===== src/rtl/msr_pkg.sv =====
package msr_pkg;
  localparam int unsigned LINES = 4;
  typedef logic [LINES-1:0] line_t;
  // line order: 0 cts, 1 dsr, 2 ri, 3 cd
  localparam line_t TRAIL_MASK = 4'b0100;
endpackage


===== src/rtl/msr_sync.sv =====
module msr_sync #(
  parameter int unsigned WIDTH  = 4,
  parameter int unsigned STAGES = 2,
  parameter logic [WIDTH-1:0] RST_VAL = '1
) (
  input  logic             clk_i,
  input  logic             rst_ni,
  input  logic [WIDTH-1:0] d_i,
  output logic [WIDTH-1:0] q_o
);
  logic [WIDTH-1:0] stage_q [STAGES];

  for (genvar s = 0; s < STAGES; s++) begin : g_stage
    always_ff @(posedge clk_i or negedge rst_ni) begin
      if (!rst_ni) stage_q[s] <= RST_VAL;
      else if (s == 0) stage_q[s] <= d_i;
      else stage_q[s] <= stage_q[(s == 0) ? 0 : s-1];
    end
  end

  assign q_o = stage_q[STAGES-1];
endmodule


===== src/rtl/msr_delta.sv =====
module msr_delta #(
  parameter int unsigned N = 4,
  parameter logic [N-1:0] TRAIL = '0
) (
  input  logic         clk_i,
  input  logic         rst_ni,
  input  logic [N-1:0] lvl_i,
  input  logic         clr_i,
  output logic [N-1:0] stat_o,
  output logic [N-1:0] flag_o
);
  logic [N-1:0] stat_q, flag_q, chg;

  for (genvar i = 0; i < N; i++) begin : g_line
    if (TRAIL[i]) begin : g_trail
      assign chg[i] = stat_q[i] & ~lvl_i[i];
      AST_TRAIL_ONLY: assert property (@(posedge clk_i) disable iff (!rst_ni)
        $rose(flag_q[i]) |-> $fell(stat_q[i]));
    end else begin : g_any
      assign chg[i] = stat_q[i] ^ lvl_i[i];
      AST_ANY_EDGE: assert property (@(posedge clk_i) disable iff (!rst_ni)
        !$stable(stat_q[i]) |-> flag_q[i]);
    end
    AST_FLAG_HOLD: assert property (@(posedge clk_i) disable iff (!rst_ni)
      !clr_i && flag_q[i] |=> flag_q[i]);
  end

  always_ff @(posedge clk_i or negedge rst_ni) begin
    if (!rst_ni) begin
      stat_q <= '0;
      flag_q <= '0;
    end else begin
      stat_q <= lvl_i;
      flag_q <= (clr_i ? '0 : flag_q) | chg;
    end
  end

  AST_CLR_QUIET: assert property (@(posedge clk_i) disable iff (!rst_ni)
    clr_i && (lvl_i == stat_q) |=> flag_q == '0);

  assign stat_o = stat_q;
  assign flag_o = flag_q;
endmodule


===== src/rtl/modem_status_reg.sv =====
module modem_status_reg
  import msr_pkg::*;
#(
  parameter int unsigned SYNC_STAGES = 2
) (
  input  logic       clk_i,
  input  logic       rst_ni,
  input  logic       cts_n_i,
  input  logic       dsr_n_i,
  input  logic       ri_n_i,
  input  logic       cd_n_i,
  input  logic       loop_en_i,
  input  logic       rts_i,
  input  logic       dtr_i,
  input  logic       out1_i,
  input  logic       out2_i,
  input  logic       irq_en_i,
  input  logic       rd_i,
  output logic [7:0] rdata_o,
  output logic       irq_o
);
  line_t pin_n, pin_s_n, mcr, lvl, stat, flag;

  assign pin_n = {cd_n_i, ri_n_i, dsr_n_i, cts_n_i};
  assign mcr   = {out2_i, out1_i, dtr_i, rts_i};

  msr_sync #(.WIDTH(LINES), .STAGES(SYNC_STAGES), .RST_VAL('1)) u_sync (
    .clk_i (clk_i),
    .rst_ni(rst_ni),
    .d_i   (pin_n),
    .q_o   (pin_s_n)
  );

  // pins are active low; loopback substitutes the control bits
  assign lvl = loop_en_i ? mcr : ~pin_s_n;

  msr_delta #(.N(LINES), .TRAIL(TRAIL_MASK)) u_delta (
    .clk_i (clk_i),
    .rst_ni(rst_ni),
    .lvl_i (lvl),
    .clr_i (rd_i),
    .stat_o(stat),
    .flag_o(flag)
  );

  assign rdata_o = {stat, flag};
  assign irq_o   = irq_en_i & (|flag);

  logic live_q;
  always_ff @(posedge clk_i or negedge rst_ni) begin
    if (!rst_ni) live_q <= 1'b0;
    else live_q <= 1'b1;
  end

  AST_RST_CLEAN: assert property (@(posedge clk_i)
    !rst_ni |-> (rdata_o == 8'h00) && !irq_o);
  AST_IRQ_MASK: assert property (@(posedge clk_i) disable iff (!rst_ni)
    !irq_en_i |-> !irq_o);
  AST_IRQ_RAISE: assert property (@(posedge clk_i) disable iff (!rst_ni)
    irq_en_i && (rdata_o[3:0] != 4'h0) |-> irq_o);
  AST_LOOP_SRC: assert property (@(posedge clk_i) disable iff (!rst_ni)
    live_q && $past(loop_en_i) |-> rdata_o[7:4] == $past(mcr));
endmodule


===== config.mk =====
export PLATFORM = sky130hd
export DESIGN_NAME = modem_status_reg
export DESIGN_NICKNAME = d
export VERILOG_FILES = /design/src/rtl/msr_pkg.sv /design/src/rtl/msr_sync.sv /design/src/rtl/msr_delta.sv /design/src/rtl/modem_status_reg.sv
export SDC_FILE = /design/constraint.sdc
export NUM_CORES = 1
export LEC_CHECK = 0
export CORE_MARGIN = 5
export CORE_UTILIZATION = 43
export CTS_CLUSTER_SIZE = 30
export DETAILED_ROUTE_END_ITERATION = 12
export PLACE_DENSITY = 0.79
export SLEW_MARGIN = 20
export SYNTH_ARGS = -nofsm -noshare
export SYNTH_HDL_FRONTEND = slang
export SYNTH_SLANG_ARGS = --single-unit

===== constraint.sdc =====
create_clock -name clk_i -period 2.4 [get_ports clk_i]
set_input_delay 0.48 -clock clk_i [delete_from_list [all_inputs] [get_ports clk_i]]
set_output_delay 0.48 -clock clk_i [all_outputs]
set_load 0.01 [all_outputs]

Yosys cells after proc, flatten, opt, wreduce, memory -nomap -nowiden

Cells that the tools add are included.

Mux-type cells: 2
Bitwise logic cells: 8
Reductions and logical operators: 1

Operators with widths:

| operator        | count |
|---|---|
| $mux 4          | 2 |
| $not 4->4       | 1 |
| $or 4x4->4      | 1 |
| $reduce_or 4->1 | 1 |
| $xor 1x1->1     | 3 |
| $and 1x1->1     | 2 |
| $not 1->1       | 1 |

Flip-flop bits (word level): 16

Longest topological paths before layout

Gate-level depths: netlist (run 1).

Word-level depth: 5
Gate-level depth with buffers: 3

Modules after synthesis

A second synthesis (run 1) with hierarchy kept.

Cells, all modules: 41
Area, all modules: 553.0 um^2

By module, submodules not included:

| module           | instances | cells each | area each (um^2) | sequential area each (um^2) |
|---|---|---|---|---|
| msr_delta        | 1         | 20         | 266.5            | 200.2 |
| msr_sync         | 1         | 12         | 240.2            | 210.2 |
| modem_status_reg | 1         | 9          | 46.3             | 0.0 |

Worst setup path after synthesis (run 1)

OpenSTA, ideal clock, no wires.

Path type: reg-to-output
Start point: register u_delta.flag_q[1] (netlist: u_delta.flag_o[1])
End point: output irq_o
Arrival time: 863 ps
Required time: 1920 ps
Setup slack: 1057 ps
Stages on the path, launching flop included: 2
Path buffers: 0
Cell sequence: dfrtp_1 > o41a_1

Longest elaborated chain between the ends: 2

Ends and longest elaborated chain:

| item                   | line                   | source |
|---|---|---|
| from (decl)            | msr_delta.sv:12        | `logic [N-1:0] stat_q, flag_q, chg;` |
| from (signal assigned) | msr_delta.sv:34        | `flag_q <= (clr_i ? '0 : flag_q) \| chg;` |
| $reduce_or 4->1        | modem_status_reg.sv:47 | `assign irq_o = irq_en_i & (\|flag);` |
| $and 1x1->1            | modem_status_reg.sv:47 |  |
| to (decl)              | modem_status_reg.sv:20 | `output logic irq_o` |

Every way passes these cells.

Worst setup path after layout (run 1)

Start point: input irq_en_i
End point: output irq_o

Longest elaborated chain between the ends: 1

Ends and longest elaborated chain:

| item        | line                   | source |
|---|---|---|
| from (decl) | modem_status_reg.sv:17 | `input logic irq_en_i,` |
| $and 1x1->1 | modem_status_reg.sv:47 |  |

Every way passes these cells.

==> metrics.yaml, run 1 <==
run_status: "finished, final reports clean"
critPathRequiredTime_ns: 1.92
vias_per_cell: 4.73
clk_latency_ns: 0.28
clock.fmax_mhz: 475
ios: 22
grt_usage_pct: 11.5
cts_tree: "built"
gp_congestion: 0.688
min_period_ns: 2.10
avgSynthCellArea_um2: 14.0
hold_violations: 0
critPathCaptureType: "primary output"
power_frac_clock_pct: 29.9
ys_ff_latch: 16
setup_viol: 0
p_sw_mw: 0.127
irDropWorstVdd_mv: 0.377
synth_area_um2: 561
power_mw: 0.572
layout-drive-gt1-share_pct: 23.1
cts.clk_slew.worst_paths_ns: 0.09
root_buffer: "clkbuf_4"
p_leak_nw: 0.344
synthCells: 40
syn-num-nets: 53
synth_warnings: 0
nets: 79
vias: 378
cts_setup_buffers: 0
finalMaxSlewViolations: 0
start_kind: "primary input"
multi_input_area_um2: 143
setup_tns_ns: 0
drt-total-wl_um: 940
grt_pass1_vias: 392
power_frac_seq_pct: 53.8
placement.io_buffers: 21
powerDensity_nw_per_um2: 693
diodes: 0
grt_pass1_wl_um: 1660
cts_buffers: 3
register_area_um2: 410
relSlewSlack_pct: 56.1
hold_slack_ns: 0.359
overflow: 0
cp_max_fo: 1
ys_seq_area_share_pct: 73.2
ant_nets: 0
clk_path_buf_depth: 2
grt_start_max_net_pins: 17
die_height_um: 46.1
netlist.area_leader.share_pct: 37.5
start_util_pct: 44.2
combPwrFrac_pct: 16.3
yosysTopAreaCell: "dfstp_2"
swShare_pct: 22.2
synth_cell_types: 11
timing_worst_setup_path_type: "primary input to primary output"
syn_to_final_growth_pct: 47.3
n_fill_cell: 110
rows: 13
tightestPinTransition_ns: 0.657
avgRoutedWirePerCell_um: 11.8
setup_slack_ns: 0.295
die-area_um2: 2130
p_int_mw: 0.445
fin_worst_skew_ns: 0.00146
synth.area.top_cells: "dfstp_2, dfrtp_1, nor2b_1"
min_path_type: "flip-flop to flip-flop"
rsz0062_at_grt: "false"
drc: 0
clkSinkCount: 16
cap_violations: 0
place_ws_ns: 0.280
arrival_ns: 1.62
die_x_um: 46.1
htreeDepth: 1
core_um2: 1270
final_util_pct: 65.1
period_share_pct: 87.7
cts_resized: 0
antenna_found_initial: 0
postCtsHoldBufs: 0
first_iter_violations: 3
first_pass_iters: 2
==> cells by family after synthesis <==
kind of cell	Yosys count	share of synthesized area, %
flops	16	73.2
compound gates	6	8.71
simple gates	13	11.4
mux	3	5.36
buf+inv	2	1.34
==> critical path: stages <==
cell             delay [ns]
clkdlybuf4s50_1        0.46
o41a_1                 0.14
clkdlybuf4s50_1        0.54
==> per-layer routing <==
layer  vias up  track usage, %  share of wire (%)
met5         -               0                  0
met4         0            8.52                2.2
met3         4            2.73                 12
met2        21            18.1                 45
met1       170            13.4                 41
li1        183               -                  -
==> registers in the layout (all words and copies together) (netlist names) <==
signal          cells
u_sync.stage_q      4
u_sync.q_o          4
u_delta.flag_o      4
u_delta.stat_o      4
==> final cells by class <==
type / count / area share, %
clock buffers: 4 / 4.39
inverters: 2 / 0.909
multi-input cells: 22 / 17.3
flip-flops and latches: 16 / 49.7
well taps: 15 / 2.27
repair buffers: 21 / 25.5
==> power groups by stage <==
stage / combinational (mW) / sequential (mW) / clock [mW]
after floorplan: 0.0258 / 0.318 / 0
after global placement: 0.0927 / 0.311 / 0
after detailed placement: 0.0950 / 0.313 / 0
after CTS: 0.0955 / 0.308 / 0.178
after global routing: 0.102 / 0.311 / 0.190
final: 0.0934 / 0.307 / 0.171
==> synthesized netlist by cell type (all sizes together) <==
cell type / instances
dfrtp: 8
dfstp: 8
nor2b: 6
nand2: 4
o21ai: 4
mux2i: 3
nor2: 3
inv: 2
o22ai: 1
o41a: 1
==> placed cells by master, fill, tap and decap left out <==
master            n
clkdlybuf4s50_1  21
inv_1             2
nor2b_1           6
clkbuf_8          1
o21ai_2           3
clkbuf_4          3
o21ai_0           1
nor2_1            3
nand2_1           4
dfrtp_1           8
o22ai_1           1
mux2i_1           3
o41a_1            1
dfstp_2           8
==> path summary, 6_finish.rpt <==
check | startpoint | end | slack (ns) | depth (start not counted)
min in group asynchronous | rst_ni | u_delta.flag_o[3] | 0.60 | 1
setup reg to reg | u_delta.flag_o[3] | u_delta.flag_o[3] | 1.55 | 3
hold / removal | u_sync.stage_q[5] | u_sync.q_o[1] | 0.36 | 0
setup / recovery | irq_en_i | irq_o | 0.30 | 3
hold reg to reg | u_sync.stage_q[5] | u_sync.q_o[1] | 0.36 | 0
max in group asynchronous | rst_ni | u_delta.stat_o[1] | 1.39 | 1
==> through the flow <==
step / area [µm²] / instances
floorplan: 561 / 40
global placement: 790 / 76
detailed placement: 790 / 76
CTS: 826 / 80
global route: 826 / 80
finish: 826 / 80
(Power assumes the default switching activity.)
==> run 2, diff against run 1 <==
--- a/config.mk
+++ b/config.mk
@@ -7,6 +7,7 @@
 export LEC_CHECK = 0
 export CORE_MARGIN = 5
 export CORE_UTILIZATION = 43
+export CTS_BUF_LIST = sky130_fd_sc_hd__clkbuf_4 sky130_fd_sc_hd__clkbuf_8 sky130_fd_sc_hd__clkbuf_16
 export CTS_CLUSTER_SIZE = 30
 export DETAILED_ROUTE_END_ITERATION = 12
 export PLACE_DENSITY = 0.79
==> results of run 2 <==
Final layout, timing and power as in run 1 (identical DEF).
==> run 3, diff against run 2 <==
--- a/config.mk
+++ b/config.mk
@@ -5,13 +5,14 @@
 export SDC_FILE = /design/constraint.sdc
 export NUM_CORES = 1
 export LEC_CHECK = 0
-export CORE_MARGIN = 5
-export CORE_UTILIZATION = 43
+export CORE_AREA = 5 5 42 44
 export CTS_BUF_LIST = sky130_fd_sc_hd__clkbuf_4 sky130_fd_sc_hd__clkbuf_8 sky130_fd_sc_hd__clkbuf_16
 export CTS_CLUSTER_SIZE = 30
 export DETAILED_ROUTE_END_ITERATION = 12
-export PLACE_DENSITY = 0.79
+export DIE_AREA = 0 0 47 49
+export PLACE_DENSITY = 0.77
 export SLEW_MARGIN = 20
 export SYNTH_ARGS = -nofsm -noshare
 export SYNTH_HDL_FRONTEND = slang
+export SYNTH_HIERARCHICAL = 1
 export SYNTH_SLANG_ARGS = --single-unit
==> metrics.yaml, run 3 <==
cts_buffers: 3
powerDensity_nw_per_um2: 684
ys.flop_type: "dfstp_2"
synth_area_um2: 553
grt_pass1_wl_um: 1610
gp_congestion: 0.713
synth_common_cells: "dfrtp_1, dfstp_2, inv_1"
final_cell_mix: "clkdlybuf4s50_1, dfrtp_1, dfstp_2"
rows: 14
antenna_found_initial: 0
run_status: "finished, final reports clean"
ant_nets: 0
die_x_um: 47
instances_no_fill: 77
yosysTopAreaCell: "dfstp_2"
min_path_type: "flip-flop to flip-flop"
combPwrFrac_pct: 17.2
grt_pass1_vias: 404
drt-total-wl_um: 948
avgSynthCellArea_um2: 13.5
top_layer: "met3"
arrival_ns: 1.59
synth.area.top_cells: "dfstp_2, dfrtp_1, buf_4"
cts_setup_buffers: 0
vias_per_cell: 4.75
synth_cell_types: 10
drc: 0
avgRoutedWirePerCell_um: 12.3
placement.io_buffers: 21
p_sw_mw: 0.120
clock.fmax_mhz: 483
swShare_pct: 22.6
finalMaxSlewViolations: 0
ys_seq_area_share_pct: 74.2
syn_to_final_growth_pct: 40.3
rsz0062_at_grt: "false"
period_share_pct: 86.3
ios: 22
setup_viol: 0
hold_violations: 0
timing_worst_setup_path_type: "primary input to primary output"
critPathRequiredTime_ns: 1.92
layout-drive-gt1-share_pct: 18.0
critPathCaptureType: "primary output"
cap_violations: 0
synth_warnings: 6
htreeDepth: 1
clk_path_buf_depth: 2
diodes: 0
clkSinkCount: 16
irDropWorstVdd_mv: 0.363
cp_max_fo: 1
cts_tree: "built"
synth-async-reset-ratio_pct: 100
vias: 366
place_ws_ns: 0.318
wl_met1_um: 340
p_leak_nw: 0.328
overflow: 0
p_int_mw: 0.411
netlist.area_leader.share_pct: 38.0
min_period_ns: 2.07
first_iter_violations: 2
clk_latency_ns: 0.27
setup_slack_ns: 0.329
cts.clk_slew.worst_paths_ns: 0.08
synth_edf_count: 0
fin_worst_skew_ns: 0.000246
grt_usage_pct: 9.90
root_buffer: "clkbuf_4"
hpwl_um: 795
start_util_pct: 39.5
cts_resized: 0
ys_ff_latch: 16
die-area_um2: 2300
power_frac_seq_pct: 58.4
syn-num-nets: 54
start_kind: "primary input"
grt_start_max_net_pins: 17
synthCells: 41
wl_met2_um: 499
postCtsHoldBufs: 0
core_um2: 1400
relSlewSlack_pct: 55.8
die_height_um: 49
power_frac_clock_pct: 24.4
met3_length_um: 108
setup_tns_ns: 0
nets: 76
tightestPinTransition_ns: 0.660
final_common_cell: "clkdlybuf4s50_1"
first_pass_iters: 2
hold_slack_ns: 0.359
dp.cells: 74
run 3: changes by cell type after synthesis, sizes merged:
cell | previous run | this run
buf | 0 | 4
inv | 2 | 5
mux2i | 3 | 0
nor2 | 3 | 0
nor2b | 6 | 0
o21ai | 4 | 7
xnor2 | 0 | 3
run 3: area by class of cell:
type / instances / area [µm²]
Clock buffer: 3 / 22.5
Fill cell: 131 / 626
Inverter: 5 / 18.8
Multi-Input combinational cell: 16 / 93.8
Sequential cell: 16 / 410
Tap cell: 16 / 20.0
Timing Repair Buffer: 21 / 210
run 3: metal layers:
metal	track usage [%]	up-vias
li1	-	171
met1	9.79	178
met2	17.4	17
met3	2.58	0
met4	5.53	0
met5	0	-
run 3: cell families (layout without fill, tap and decap cells):
| kind of cell | count (synthesis) | in the layout | synth area share [%] |
|---|---|---|---|
| and+or+nand+nor | 4 | 4 | 2.71 |
| DFF | 16 | 16 | 74.2 |
| xor gates and xnor gates | 3 | 3 | 4.75 |
| buffers and inverters | 9 | 29 | 8.82 |
| AOI/OAI and AO/OA | 9 | 9 | 9.50 |
run 3: final timing paths:
| kind | startpoint | end | slack [ns] | cells after the start |
|---|---|---|---|---|
| worst max-delay path | irq_en_i | irq_o | 0.33 | 3 |
| worst min-delay path | u_sync/stage_q[6] | u_sync/q_o[2] | 0.36 | 0 |
| worst max register to register | u_sync/q_o[1] | u_delta/flag_o[1] | 1.38 | 3 |
| worst min register to register | u_sync/stage_q[6] | u_sync/q_o[2] | 0.36 | 0 |
| max in group asynchronous | rst_ni | u_delta/flag_o[2] | 1.37 | 1 |
| min in group asynchronous | rst_ni | u_delta/stat_o[0] | 0.61 | 1 |
run 3: metrics by stage:
stage	instance area, µm²	total power, mW	utilization [%]
CTS	776	0.542	55.4
floorplan	553	0.346	-
global placement	753	0.403	53.8
global route	776	0.562	55.4
finish	776	0.530	55.4
detailed placement	753	0.409	53.8
run 3: power by group through the flow:
stage	clock, mW	sequential, mW	combinational, mW
after CTS	0.138	0.311	0.0933
after global routing	0.149	0.313	0.100
final	0.129	0.310	0.0912
after global placement	0	0.314	0.0896
after floorplan	0	0.321	0.0255
after detailed placement	0	0.316	0.0932
run 3: worst max-delay path: stages:
cell,delay (ns)
clkdlybuf4s50_1,0.46
o41a_1,0.13
clkdlybuf4s50_1,0.53
